--- config.mk ---
export PLATFORM = sky130hd
export DESIGN_NAME = serial_link_port
export DESIGN_NICKNAME = d
export VERILOG_FILES = /design/src/rtl/serial_link_pkg.sv /design/src/rtl/slp_rst_sync.sv /design/src/rtl/slp_timebase.sv /design/src/rtl/serial_link_port.sv
export SDC_FILE = /design/constraint.sdc
export NUM_CORES = 1
export LEC_CHECK = 0
export BUFFER_PORTS_ARGS = -buffer_cell sky130_fd_sc_hd__buf_2
export CAP_MARGIN = 20
export CORE_UTILIZATION = 50
export DETAILED_ROUTE_END_ITERATION = 8
export GPL_ROUTABILITY_DRIVEN = 0
export PLACE_DENSITY = 0.75
export SLEW_MARGIN = 10
export SYNTH_ARGS = -nofsm -noshare
export SYNTH_HDL_FRONTEND = slang
export SYNTH_HIERARCHICAL = 1
export SYNTH_SLANG_ARGS = --single-unit
export TNS_END_PERCENT = 30
--- constraint.sdc ---
create_clock -name clk -period 1.9 [get_ports clk]
set_input_delay 0.095 -clock clk [delete_from_list [all_inputs] [get_ports clk]]
set_output_delay 0.095 -clock clk [all_outputs]
set_load 0.02 [all_outputs]
--- src/rtl/serial_link_pkg.sv ---
package serial_link_pkg;
  typedef enum logic {SEL_DATA = 1'b0, SEL_CTRL = 1'b1} reg_sel_t;
  localparam int unsigned CTRL_BUSY = 7;
  localparam int unsigned CTRL_FAST = 1;
  localparam int unsigned CTRL_INTCLK = 0;
endpackage

--- src/rtl/slp_rst_sync.sv ---
module slp_rst_sync (
  input  logic clk,
  input  logic rst_n,
  output logic rst_sync_n
);
  logic s1_q, s2_q;

  always_ff @(posedge clk or negedge rst_n) begin
    if (!rst_n) begin
      s1_q <= 1'b0;
      s2_q <= 1'b0;
    end else begin
      s1_q <= 1'b1;
      s2_q <= s1_q;
    end
  end

  assign rst_sync_n = s2_q;
endmodule

--- src/rtl/slp_timebase.sv ---
module slp_timebase #(
  parameter int unsigned NORM_BIT   = 512,
  parameter int unsigned NORM_ALIGN = 256,
  parameter int unsigned FAST_BIT   = 16,
  parameter int unsigned FAST_ALIGN = 8
) (
  input  logic clk,
  input  logic rst_n,
  input  logic start_i,
  input  logic fast_i,
  input  logic run_i,
  output logic tick_o,
  output logic sclk_o
);
  localparam int unsigned CW = $clog2(NORM_BIT);
  localparam logic [CW-1:0] N_MASK = CW'(NORM_BIT - 1);
  localparam logic [CW-1:0] F_MASK = CW'(FAST_BIT - 1);
  localparam logic [CW-1:0] N_ALN  = ~CW'(NORM_ALIGN - 1) & N_MASK;
  localparam logic [CW-1:0] F_ALN  = ~CW'(FAST_ALIGN - 1) & F_MASK;
  localparam logic [CW-1:0] N_HALF = CW'(NORM_BIT / 2);
  localparam logic [CW-1:0] F_HALF = CW'(FAST_BIT / 2);

  logic [CW-1:0] cnt_q, cnt_d;
  logic [CW-1:0] phase_q, phase_d;
  logic          fast_q, fast_d;
  logic [CW-1:0] mask, half, sub;

  always_comb begin
    cnt_d   = cnt_q + 1'b1;
    phase_d = phase_q;
    fast_d  = fast_q;
    if (start_i) begin
      phase_d = cnt_q & (fast_i ? F_ALN : N_ALN);
      fast_d  = fast_i;
    end
    mask   = fast_q ? F_MASK : N_MASK;
    half   = fast_q ? F_HALF : N_HALF;
    sub    = (cnt_q - phase_q) & mask;
    tick_o = run_i && !start_i && ((cnt_q & mask) == phase_q);
    sclk_o = !run_i || (sub >= half);
  end

  always_ff @(posedge clk or negedge rst_n) begin
    if (!rst_n) begin
      cnt_q   <= '0;
      phase_q <= '0;
      fast_q  <= 1'b0;
    end else begin
      cnt_q   <= cnt_d;
      phase_q <= phase_d;
      fast_q  <= fast_d;
    end
  end
endmodule

--- src/rtl/serial_link_port.sv ---
module serial_link_port
  import serial_link_pkg::*;
#(
  parameter int unsigned NBITS      = 8,
  parameter int unsigned NORM_BIT   = 512,
  parameter int unsigned NORM_ALIGN = 256,
  parameter int unsigned FAST_BIT   = 16,
  parameter int unsigned FAST_ALIGN = 8
) (
  input  logic       clk,
  input  logic       rst_n,
  input  logic       enh_mode_i,
  input  logic       wr_en_i,
  input  logic       sel_ctrl_i,
  input  logic [7:0] wdata_i,
  output logic [7:0] data_q_o,
  output logic [7:0] ctrl_q_o,
  output logic       irq_o,
  output logic       sclk_o,
  output logic       sout_o,
  input  logic       sin_i,
  input  logic       ext_valid_i,
  input  logic [7:0] ext_byte_i
);
  localparam int unsigned BW = $clog2(NBITS + 1);

  logic rst_q_n;
  logic busy_q, busy_d, fast_q, fast_d, intclk_q, intclk_d;
  logic active_q, active_d, irq_q, irq_d;
  logic [7:0] data_q, data_d;
  logic [BW-1:0] bits_q, bits_d;
  logic wr_ctrl, wr_data, start, stop, ext_take, tick;

  slp_rst_sync u_rst (.clk(clk), .rst_n(rst_n), .rst_sync_n(rst_q_n));

  assign wr_ctrl  = wr_en_i && (reg_sel_t'(sel_ctrl_i) == SEL_CTRL);
  assign wr_data  = wr_en_i && (reg_sel_t'(sel_ctrl_i) == SEL_DATA);
  assign start    = wr_ctrl && wdata_i[CTRL_BUSY] && wdata_i[CTRL_INTCLK];
  assign stop     = wr_ctrl && !start;
  assign ext_take = ext_valid_i && busy_q;

  slp_timebase #(
    .NORM_BIT(NORM_BIT), .NORM_ALIGN(NORM_ALIGN),
    .FAST_BIT(FAST_BIT), .FAST_ALIGN(FAST_ALIGN)
  ) u_tb (
    .clk(clk), .rst_n(rst_q_n), .start_i(start),
    .fast_i(enh_mode_i && wdata_i[CTRL_FAST]),
    .run_i(active_q), .tick_o(tick), .sclk_o(sclk_o)
  );

  always_comb begin
    busy_d   = busy_q;
    fast_d   = fast_q;
    intclk_d = intclk_q;
    active_d = active_q;
    data_d   = data_q;
    bits_d   = bits_q;
    irq_d    = 1'b0;
    if (wr_ctrl) begin
      busy_d   = wdata_i[CTRL_BUSY];
      fast_d   = wdata_i[CTRL_FAST];
      intclk_d = wdata_i[CTRL_INTCLK];
      active_d = start;
      if (start) bits_d = BW'(NBITS);
    end else if (ext_take) begin
      data_d   = ext_byte_i;
      busy_d   = 1'b0;
      active_d = 1'b0;
      irq_d    = 1'b1;
    end else if (tick) begin
      data_d = {data_q[6:0], sin_i};
      bits_d = bits_q - 1'b1;
      if (bits_q == BW'(1)) begin
        active_d = 1'b0;
        busy_d   = 1'b0;
        irq_d    = 1'b1;
      end
    end
    if (wr_data) data_d = wdata_i;
  end

  always_ff @(posedge clk or negedge rst_q_n) begin
    if (!rst_q_n) begin
      busy_q   <= 1'b0;
      fast_q   <= 1'b0;
      intclk_q <= 1'b0;
      active_q <= 1'b0;
      data_q   <= '0;
      bits_q   <= '0;
      irq_q    <= 1'b0;
    end else begin
      busy_q   <= busy_d;
      fast_q   <= fast_d;
      intclk_q <= intclk_d;
      active_q <= active_d;
      data_q   <= data_d;
      bits_q   <= bits_d;
      irq_q    <= irq_d;
    end
  end

  assign data_q_o = data_q;
  assign ctrl_q_o = enh_mode_i ? {busy_q, 5'h1F, fast_q, intclk_q}
                               : {busy_q, 6'h3F, intclk_q};
  assign irq_o    = irq_q;
  assign sout_o   = data_q[7];

  p_start_load_r1: assert property (@(posedge clk) disable iff (!rst_q_n)
    start |=> (active_q && bits_q == BW'(NBITS)));
  p_finish_r6: assert property (@(posedge clk) disable iff (!rst_q_n)
    (tick && bits_q == BW'(1) && !wr_en_i) |=> (irq_o && !busy_q && !active_q));
  p_irq_pulse_r6: assert property (@(posedge clk) disable iff (!rst_q_n)
    irq_o |=> !irq_o);
  p_cancel_r7: assert property (@(posedge clk) disable iff (!rst_q_n)
    stop |=> !active_q);
  p_shift_r5: assert property (@(posedge clk) disable iff (!rst_q_n)
    (tick && !wr_en_i && !ext_take) |=> data_q == {$past(data_q[6:0]), $past(sin_i)});
  p_ext_load_r8: assert property (@(posedge clk) disable iff (!rst_q_n)
    (ext_take && !wr_en_i) |=> (data_q == $past(ext_byte_i) && !busy_q && irq_o));
  p_ext_ignore_r8: assert property (@(posedge clk) disable iff (!rst_q_n)
    (ext_valid_i && !busy_q && !wr_en_i && !active_q) |=> $stable(data_q));
endmodule

==> results of run 1 <==
==> timing repair <==
action	4_1_cts	5_1_grt
endpoints found under the hold margin	4	0
setup buffers	0	3
gates cloned	0	0
pin swaps	5	4
resized for setup	2	9
hold buffers	3	0
endpoints found under the setup margin	12	13
==> through the flow <==
| stage | cells | total power (W) |
|---|---|---|
| 2_1_floorplan | 186 | 0.00111 |
| 5_1_grt | 280 | 0.00189 |
| 3_5_place_dp | 266 | 0.00122 |
| 6_report | 280 | 0.00180 |
| 4_1_cts | 277 | 0.00178 |
| 3_3_place_gp | 266 | 0.00122 |
==> cell families after synthesis <==
kind of cell	Yosys count	synth area share
and+or+nand+nor	60	0.189
AOI/OAI and AO/OA	45	0.181
DFF	31	0.443
buffers and inverters	27	0.0829
xor gates and xnor gates	10	0.0500
adders and majority gates	7	0.0500
other	2	0.00429
==> cells in the mapped netlist, types with 5 or more instances <==
| cell | count |
|---|---|
| xnor2_1 | 9 |
| buf_4 | 8 |
| a211oi_1 | 8 |
| nand3_1 | 5 |
| o31ai_1 | 8 |
| and3_1 | 12 |
| ha_1 | 7 |
| inv_1 | 12 |
| nor2_1 | 13 |
| dfrtp_1 | 31 |
| o21ai_0 | 12 |
| nand2_1 | 11 |
==> worst max-delay path, stage by stage (launching register included) <==
cell and delay, ns:
dfrtp_1 0.40, inv_2 0.07, ha_4 0.21, ha_4 0.26, o2111ai_2 0.08, and3_1 0.20, a32oi_1 0.17, buf_4 0.17
==> report_power, final <==
| group | switching (W) | leakage, nW | internal, W | total, W |
|---|---|---|---|---|
| clock | 0.000239 | 0.0482 | 0.000311 | 0.000550 |
| combinational | 0.000248 | 0.612 | 0.000193 | 0.000441 |
| sequential | 0.0000734 | 0.396 | 0.000736 | 0.000809 |
| total | 0.000561 | 1.06 | 0.00124 | 0.00180 |
==> sequential cells by signal (all words and copies together) (netlist names), 2 cells and up <==
signal	cells
u_tb/cnt_q	9
data_q_o	8
bits_q	4
u_tb/phase_q	2
==> routing by layer <==
layer / track usage / share of wire
met1: 0.276 / 0.45
met2: 0.374 / 0.48
met3: 0.0441 / 0.058
met4: 0.107 / 0.015
met5: 0 / 0
==> final cells by class <==
cell class                      count  area (µm²)
Clock buffer                        6        51.3
Clock inverter                      2        35.0
Fill cell                         295        1130
Inverter                           12        45.0
Multi-Input combinational cell    128         906
Sequential cell                    31         776
Tap cell                           46        57.6
Timing Repair Buffer               55         337
==> final timing paths <==
check / from / to / slack (ns)
max: u_tb/cnt_q[3]$_DFF_PN0_ / sclk_o / -0.10
min: wdata_i[3] / data_q_o[3]$_DFFE_PN0P_ / 0.05
max reg2reg: u_tb/cnt_q[5]$_DFF_PN0_ / data_q_o[4]$_DFFE_PN0P_ / -0.03
min reg2reg: u_rst/rst_sync_n$_DFF_PN0_ / u_tb/cnt_q[5]$_DFF_PN0_ / 0.24
max in group asynchronous: u_rst/rst_sync_n$_DFF_PN0_ / u_tb/cnt_q[1]$_DFF_PN0_ / 1.39
min in group asynchronous: rst_n / u_rst/rst_sync_n$_DFF_PN0_ / 0.07
==> run_results.csv, run 1 <==
group,metric,value,unit
run_status,status,"finished with violations",
run_status,violations,"negative setup slack",
cts,cts_buffers,5,
sta,finClkSkew,0.0108,ns
sta,fmax,500,MHz
synthesis,async_flop_share,1.00,
sta,setup_violations,6,
critical_path,crit_required,1.80,ns
die,initial_utilization,0.525,
grt,grt-ovfl-total,0,
routing,drt_wl_total,3770,µm
finish,finish.utilization,0.661,
worst_hold_path,hold_class,"in -> reg",
synthesis,synth_top_area_cell,"dfrtp_1",
cts,clk_latency,0.34,ns
die,num_rows,21,
sta,max_slew_margin,0.595,
critical_path,worstSetupPathType,"reg -> out",
placement,io_buffers,36,
synthesis,synth-seq-cells,31,
cts,ctsLongestPathBuffers,2,
sta,hold_violations,0,
flow_run,drv_cap,0,
finish,final_cell_mix,"35 x buf_2, 31 x dfrtp_1, 16 x buf_4",
die,ios,42,
synthesis,synthTopCellsByArea,"dfrtp_1 44%, ha_1 5.0%, xnor2_1 4.5%",
critical_path,crit_fanout,2,
finish,n_antenna_cell,0,
finish,drive_above_1_share,0.316,
grt,antenna_found_initial,0,
routing,vias_per_cell,5.34,
die,die_y,61.2,µm
synthesis,ys_seq_area_frac,0.443,
pwr,vdd_drop_max,0.000532,V
synthesis,ys.flop_type,"dfrtp_1",
cts,cts_tree,"done",
routing,postRouteAntennaNets,0,
routing,drc_errors,0,
sta,final_max_slew_viol_count,0,
die,die-area,0.00374,mm²
pwr,pwr_density_cell,816,mW/mm²
grt,grt_pass1_vias,1348,
placement,pre_cts_slack,-0.106,ns
sta,grt_setup_unrepaired,"yes",
placement,dpl-instance-area,0.00201,mm²
die,coreArea,0.00334,mm²
critical_path,r2r_cells,7,
synthesis,synth_edf_count,0,
sta,tightest_slew,0.593,ns
finish,design_area,0.00221,mm²
sta,tns,-0.152,ns
die,dieWidth,61.2,µm
routing,wl_per_cell,13.5,µm
cts,clockRootBuffer,"clkbuf_4",
cts,htreeDepth,2,
routing,drt_iter0_markers,55,
synthesis,yosysWarnings,6,
grt,grt_max_degree,30,
critical_path,endpoint_kind,"output port",
cts,clkTransAtPathRegs,0.10,ns
synthesis,synth_top_cell_area_share,0.443,
sta,whs,0.0482,ns
placement,place_hpwl,2710,µm
finish,fin_nets,263,
worst_hold_path,hold_path_depth,3,
grt,grt_usage,0.223,
finish,final_common_cell,"buf_2",
sta,finalWorstSetupSlack,-0.101,ns
pwr,p_leak,1.06,nW
critical_path,arrival,1.91,ns
sta,post-route-min-period,2.00,ns
synthesis,synth_area_per_cell,9.62,µm²
synthesis,netlist_area,0.00175,mm²
finish,area_growth_syn_to_layout,26.0,%
grt,grt_pass1_wl,6010,µm
sta,min_period_over_period,1.05,
routing,dr.pass1.iters,4,
critical_path,start_kind,"flop",
cts,clkSinkCount,31,
synthesis,netlist_instances,182,
routing,vias,1495,
synthesis,synth_cell_types,46,
No activity file was read; power rests on OpenSTA's default activity.
==> run 2: changes to the inputs <==
Settings changed: BUFFER_PORTS_ARGS -buffer_cell sky130_fd_sc_hd__buf_2 to default, DONT_BUFFER_PORTS from default to 1, PLACE_DENSITY 0.75 to default.
Clock period 1.9 ns to 2.11 ns, I/O delays scaled along.
==> run 2 against run 1 <==
The run now ends clean; routed wire length fell by 1.9%; combinational power fell by 45%; die area did not move; setup slack improved by 0.17 ns; critical endpoint unchanged; hold slack got worse by 0.020 ns; global-route usage rose by 0.89 points; cell count fell by 13%; register-to-register slack improved by 0.15 ns; total power fell by 23%; sequential power fell by 2%; non-clock buffer count fell by 36; largest cell class unchanged.
==> run_results.csv, run 2 (same netlist as run 1, synthesis figures left out) <==
group,metric,value,unit
run_status,status,"finished, final reports clean",
die,initial_utilization,0.525,
finish,top_register,"u_tb/cnt_q",
finish,area_growth_syn_to_layout,12.1,%
die,die_y,61.2,µm
sta,hold_violations,0,
sta,tightest_slew,0.598,ns
routing,vias_per_cell,5.72,
pwr,p_leak,0.883,nW
finish,finish.utilization,0.589,
grt,antenna_found_initial,0,
die,coreArea,0.00334,mm²
placement,pre_cts_slack,-0.00712,ns
critical_path,crit_fanout,2,
grt,grt_max_degree,25,
routing,postRouteAntennaNets,0,
flow_run,drv_cap,0,
die,dieWidth,61.2,µm
finish,n_antenna_cell,0,
die,ios,42,
critical_path,crit_required,2.00,ns
sta,fmax,489,MHz
cts,clkSinkCount,31,
pwr,sw_frac_of_total,0.332,
finish,final_common_cell,"dfrtp_1",
critical_path,start_kind,"flop",
finish,final_cell_mix,"30 x dfrtp_1, 13 x nor2_1, 12 x inv_1, 12 x and3_1, 12 x o21ai_0",
cts,htreeDepth,2,
sta,min_period_over_period,0.969,
routing,drc_errors,0,
routing,dr.pass1.iters,4,
worst_hold_path,hold_class,"in -> reg",
grt,grt_usage,0.232,
sta,finalWorstSetupSlack,0.0655,ns
sta,post-route-min-period,2.04,ns
grt,grt_pass1_vias,1368,
placement,dpl-instance-area,0.00179,mm²
cts,clk_latency,0.32,ns
cts,clkTransAtPathRegs,0.10,ns
placement,io_buffers,0,
pwr,power_frac_clock,0.256,
grt,grt-ovfl-total,0,
cts,clockRootBuffer,"clkbuf_4",
routing,drt_wl_total,3700,µm
finish,final.fill_count,318,
placement,place_inst,226,
finish,design_area,0.00196,mm²
pwr,seqPwrFrac,0.569,
grt,grt_pass1_wl,6290,µm
cts,cts_tree,"done",
finish,largest_reg_flops,9,
cts,ctsLongestPathBuffers,2,
die,die-area,0.00374,mm²
critical_path,endpoint_kind,"output port",
routing,wl_per_cell,15.2,µm
die,num_rows,21,
sta,grt_setup_unrepaired,"yes",
pwr,vdd_drop_max,0.000347,V
sta,finClkSkew,0.00632,ns
sta,setup_violations,0,
critical_path,worstSetupPathType,"reg -> out",
pwr,comb_power_share,0.175,
routing,vias,1389,
routing,drt_iter0_markers,65,
finish,fin_nets,227,
pwr,pwr_density_cell,709,mW/mm²
critical_path,arrival,1.94,ns
cts,cts_buffers,5,
sta,final_max_slew_viol_count,0,
finish,drive_above_1_share,0.127,
finish,register_area,777,µm²
finish,finalNonFillerCells,243,
placement,place_hpwl,2670,µm
sta,tns,0,ns
finish,multi_input_area,861,µm²
sta,max_slew_margin,0.601,
pwr,switchingPower,0.000462,W
pwr,p_int,0.000931,W
run 2: changes by cell type in the layout (fill, tap and decap cells not counted), moves of 2 or more:
cell	before	now
buf_2	35	0
buf_4	16	9
ha_4	2	0
dlygate4sd3_1	3	10
ha_1	5	7
run 2: power by group through the flow:
stage	Sequential, W	Combinational [W]	Clock (W)
2_1_floorplan	0.000774	0.000221	0
3_3_place_gp	0.000802	0.000218	0
3_5_place_dp	0.000804	0.000227	0
4_1_cts	0.000793	0.000243	0.000364
5_1_grt	0.000805	0.000279	0.000393
6_report	0.000793	0.000244	0.000356
run 2: final timing paths:
kind / start / end / slack (ns) / cells past startpoint
hold / removal: sel_ctrl_i / busy_q$_DFFE_PN0P_ / 0.03 / 2
setup / recovery: u_tb/cnt_q[3]$_DFF_PN0_ / sclk_o / 0.07 / 7
max in group asynchronous: u_rst/rst_sync_n$_DFF_PN0_ / u_tb/cnt_q[5]$_DFF_PN0_ / 1.42 / 1
setup reg to reg: u_tb/cnt_q[5]$_DFF_PN0_ / data_q_o[1]$_DFFE_PN0P_ / 0.12 / 7
min in group asynchronous: u_rst/rst_sync_n$_DFF_PN0_ / bits_q[2]$_DFFE_PN0P_ / 0.10 / 0
hold reg to reg: u_rst/rst_sync_n$_DFF_PN0_ / bits_q[2]$_DFFE_PN0P_ / 0.10 / 0
run 2: stage by stage:
| stage | hold WS (ns) | total power, W |
|---|---|---|
| after CTS | 0.0171 | 0.00140 |
| final | 0.0282 | 0.00139 |
| after floorplan | -0.190 | 0.000995 |
| after detailed placement | -0.190 | 0.00103 |
| after global routing | 0.0234 | 0.00148 |
| after global placement | -0.190 | 0.00102 |
run 2: area by class of cell:
class	instances	area share
multi-input cells	128	0.438
flip-flops and latches	31	0.396
repair buffers	19	0.0854
well taps	46	0.0293
clock buffers	6	0.0261
inverters	12	0.0229
clock inverters	1	0.00255
run 2: routing by layer:
layer / vias to the layer above / track usage / wire [µm]
li1: 669 / - / -
met5: - / 0 / 0
met1: 672 / 0.313 / 1740
met4: 0 / 0.0942 / 29
met2: 44 / 0.352 / 1720
met3: 4 / 0.0651 / 215
run 2: what timing repair did:
item	in CTS	in global routing
endpoints found under the setup margin	0	13
hold buffers	10	0
gates resized for setup	0	4
hold endpoints to repair	12	0
setup buffers	0	0
run 2: worst max-delay path, cell delays in order, from the launching register on:
cell and delay, ns:
dfrtp_1 0.35, inv_1 0.05, ha_1 0.30, ha_1 0.29, o2111ai_1 0.10, and3_1 0.19
a32oi_1 0.16, buf_4 0.17
==> run 3: changes to the inputs <==
Settings changed: ABC_AREA from default to 1.
==> run 3 against run 2 <==
Flip-flop and latch count did not move; setup slack improved by 0.069 ns; design area rose by 1.5%; cell count rose by 21%; critical path depth rose by 1; clock power rose by 40%; largest power group unchanged; highest routed layer unchanged.
==> run_results.csv, run 3 <==
group,metric,value,unit
grt,grt_pass1_vias,1474,
sta,finClkSkew,0.00299,ns
finish,register_area,776,µm²
synthesis,async_flop_share,1.00,
die,coreArea,0.00344,mm²
placement,pre_cts_slack,0.131,ns
synthesis,synth_top_area_cell,"dfrtp_1",
critical_path,arrival,1.87,ns
cts,clkSinkCount,31,
critical_path,worstSetupPathType,"reg -> out",
critical_path,crit_path_start,"u_tb/cnt_q[3]$_DFF_PN0_",
finish,area_growth_syn_to_layout,7.64,%
routing,dr.pass1.iters,4,
cts,ctsLongestPathBuffers,2,
synthesis,ys_seq_area_frac,0.419,
synthesis,netlist_area,0.00185,mm²
grt,antenna_found_initial,0,
critical_path,endpoint_kind,"output port",
finish,n_antenna_cell,0,
die,ios,42,
routing,drt_iter0_markers,87,
sta,finalWorstSetupSlack,0.135,ns
sta,setup_violations,0,
die,num_rows,21,
grt,grt_usage,0.199,
finish,design_area,0.00199,mm²
placement,place_inst,280,
die,initial_utilization,0.538,
cts,cts_buffers,5,
pwr,p_leak,1.03,nW
placement,io_buffers,0,
routing,vias,1441,
critical_path,r2r_cells,12,
synthesis,synthTopCellsByArea,"dfrtp_1 42%, nand2_1 13%, nor2_1 7.1%",
critical_path,crit_required,2.00,ns
finish,fin_nets,276,
sta,grt_setup_unrepaired,"no",
placement,place_hpwl,2610,µm
cts,clk_latency,0.28,ns
die,dieWidth,62.9,µm
synthesis,yosysWarnings,6,
routing,vias_per_cell,4.92,
pwr,pwr_density_cell,854,mW/mm²
cts,cts_tree,"done",
cts,clkTransAtPathRegs,0.06,ns
pwr,vdd_drop_max,0.000671,V
finish,drive_above_1_share,0.0891,
synthesis,synth-seq-cells,31,
grt,grt_max_degree,30,
routing,wl_per_cell,11.9,µm
critical_path,r2r_end,"data_q_o[4]$_DFFE_PN0P_",
routing,drt_wl_total,3480,µm
synthesis,synth_cell_types,26,
die,die-area,0.00395,mm²
die,die_y,62.9,µm
grt,grt-ovfl-total,0,
critical_path,r2r-start,"u_tb/cnt_q[0]$_DFF_PN0_",
finish,multi_input_area,881,µm²
sta,final_max_slew_viol_count,0,
sta,fmax,506,MHz
sta,min_period_over_period,0.936,
cts,htreeDepth,2,
synthesis,synth_most_common_cell,"nand2_1",
finish,largest_reg_flops,9,
run_status,status,"finished, final reports clean",
finish,final.fill_count,329,
synthesis,ys.flop_type,"dfrtp_1",
placement,dpl-instance-area,0.00183,mm²
finish,final_cell_mix,"62 x nand2_1, 35 x nor2_1, 31 x dfrtp_1",
sta,hold_violations,0,
critical_path,start_kind,"flop",
critical_path,endpoint,"sclk_o",
sta,tns,0,ns
sta,post-route-min-period,1.98,ns
routing,postRouteAntennaNets,0,
cts,clockRootBuffer,"clkbuf_8",
critical_path,crit_fanout,4,
synthesis,netlist_instances,241,
flow_run,drv_cap,0,
grt,grt_pass1_wl,6170,µm
worst_hold_path,hold_class,"in -> reg",
synthesis,synth_top_cell_area_share,0.419,
synthesis,netlist_top_cells_count,"62 x nand2_1, 35 x nor2_1, 31 x dfrtp_1",
synthesis,synth_edf_count,0,
critical_path,rrSetupSlack,0.23,ns
finish,finalNonFillerCells,293,
finish,final_common_cell,"nand2_1",
finish,top_register,"u_tb/cnt_q",
routing,drc_errors,0,
synthesis,synth_area_per_cell,7.68,µm²
==> run 3: repair_timing <==
| item | in CTS | in global routing |
|---|---|---|
| buffers inserted | 0 | 1 |
| setup endpoints to repair | 0 | 8 |
| hold endpoints to repair | 5 | 0 |
| resized for setup | 0 | 0 |
| hold buffers | 4 | 0 |
==> run 3: power by group <==
group	switching, W	total, W	leakage (nW)	internal (W)
Combinational	0.000225	0.000376	0.589	0.000151
Sequential	0.000143	0.000827	0.385	0.000684
Clock	0.000202	0.000499	0.0515	0.000297
==> run 3: how the worst min path moves through the flow <==
stage | from | to | slack, ns | cells past startpoint
final | wdata_i[6] | data_q_o[6]$_DFFE_PN0P_ | 0.05 | 4
after floorplan | rst_n | u_rst/rst_sync_n$_DFF_PN0_ | -0.19 | 0
after global routing | rst_n | u_rst/s1_q$_DFF_PN0_ | 0.05 | 1
after detailed placement | rst_n | u_rst/rst_sync_n$_DFF_PN0_ | -0.19 | 0
after CTS | rst_n | u_rst/rst_sync_n$_DFF_PN0_ | 0.04 | 1
after global placement | rst_n | u_rst/s1_q$_DFF_PN0_ | -0.19 | 0
==> run 3: final cells by class <==
cell class                      instances  share of cell area
Timing Repair Buffer                    7              0.0377
Tap cell                               46              0.0289
Sequential cell                        31               0.389
Multi-Input combinational cell        174               0.442
Inverter                               27              0.0521
Clock buffer                            8              0.0502
==> run 3: critical path: stages (launching register included) <==
cell and delay, ns:
dfrtp_1 0.39, inv_1 0.14, ha_1 0.27, ha_1 0.28
nand3_1 0.07, o21a_1 0.17, nand2_1 0.06, nand2_1 0.04
nand2_1 0.18
==> run 3: cells by family (layout without fill, tap and decap cells) <==
logic type      after synthesis  in the layout  synth area share
compound gates               22             22            0.0669
xor+xnor                      7              7            0.0331
fa+ha+maj                     7              7            0.0473
buf+inv                      40             42             0.114
flops                        31             31             0.419
other cells                   2              6           0.00406
simple gates                132            132             0.316
==> run 3: per-layer routing <==
layer | GRT usage | wire length [µm] | part of all wire | up-vias
met5 | 0 | 0 | 0 | -
met4 | 0.0727 | 47 | 0.014 | 0
met3 | 0.0584 | 138 | 0.040 | 5
met2 | 0.340 | 1660 | 0.48 | 26
met1 | 0.234 | 1630 | 0.47 | 661
li1 | - | - | - | 749
==> run 3: per-stage QoR <==
step | hold slack, ns | util | total power, W
2_1_floorplan | -0.190 | - | 0.00114
3_3_place_gp | -0.190 | 0.533 | 0.00117
3_5_place_dp | -0.190 | 0.533 | 0.00120
4_1_cts | 0.0434 | 0.573 | 0.00172
5_1_grt | 0.0501 | 0.579 | 0.00181
6_report | 0.0541 | 0.579 | 0.00170
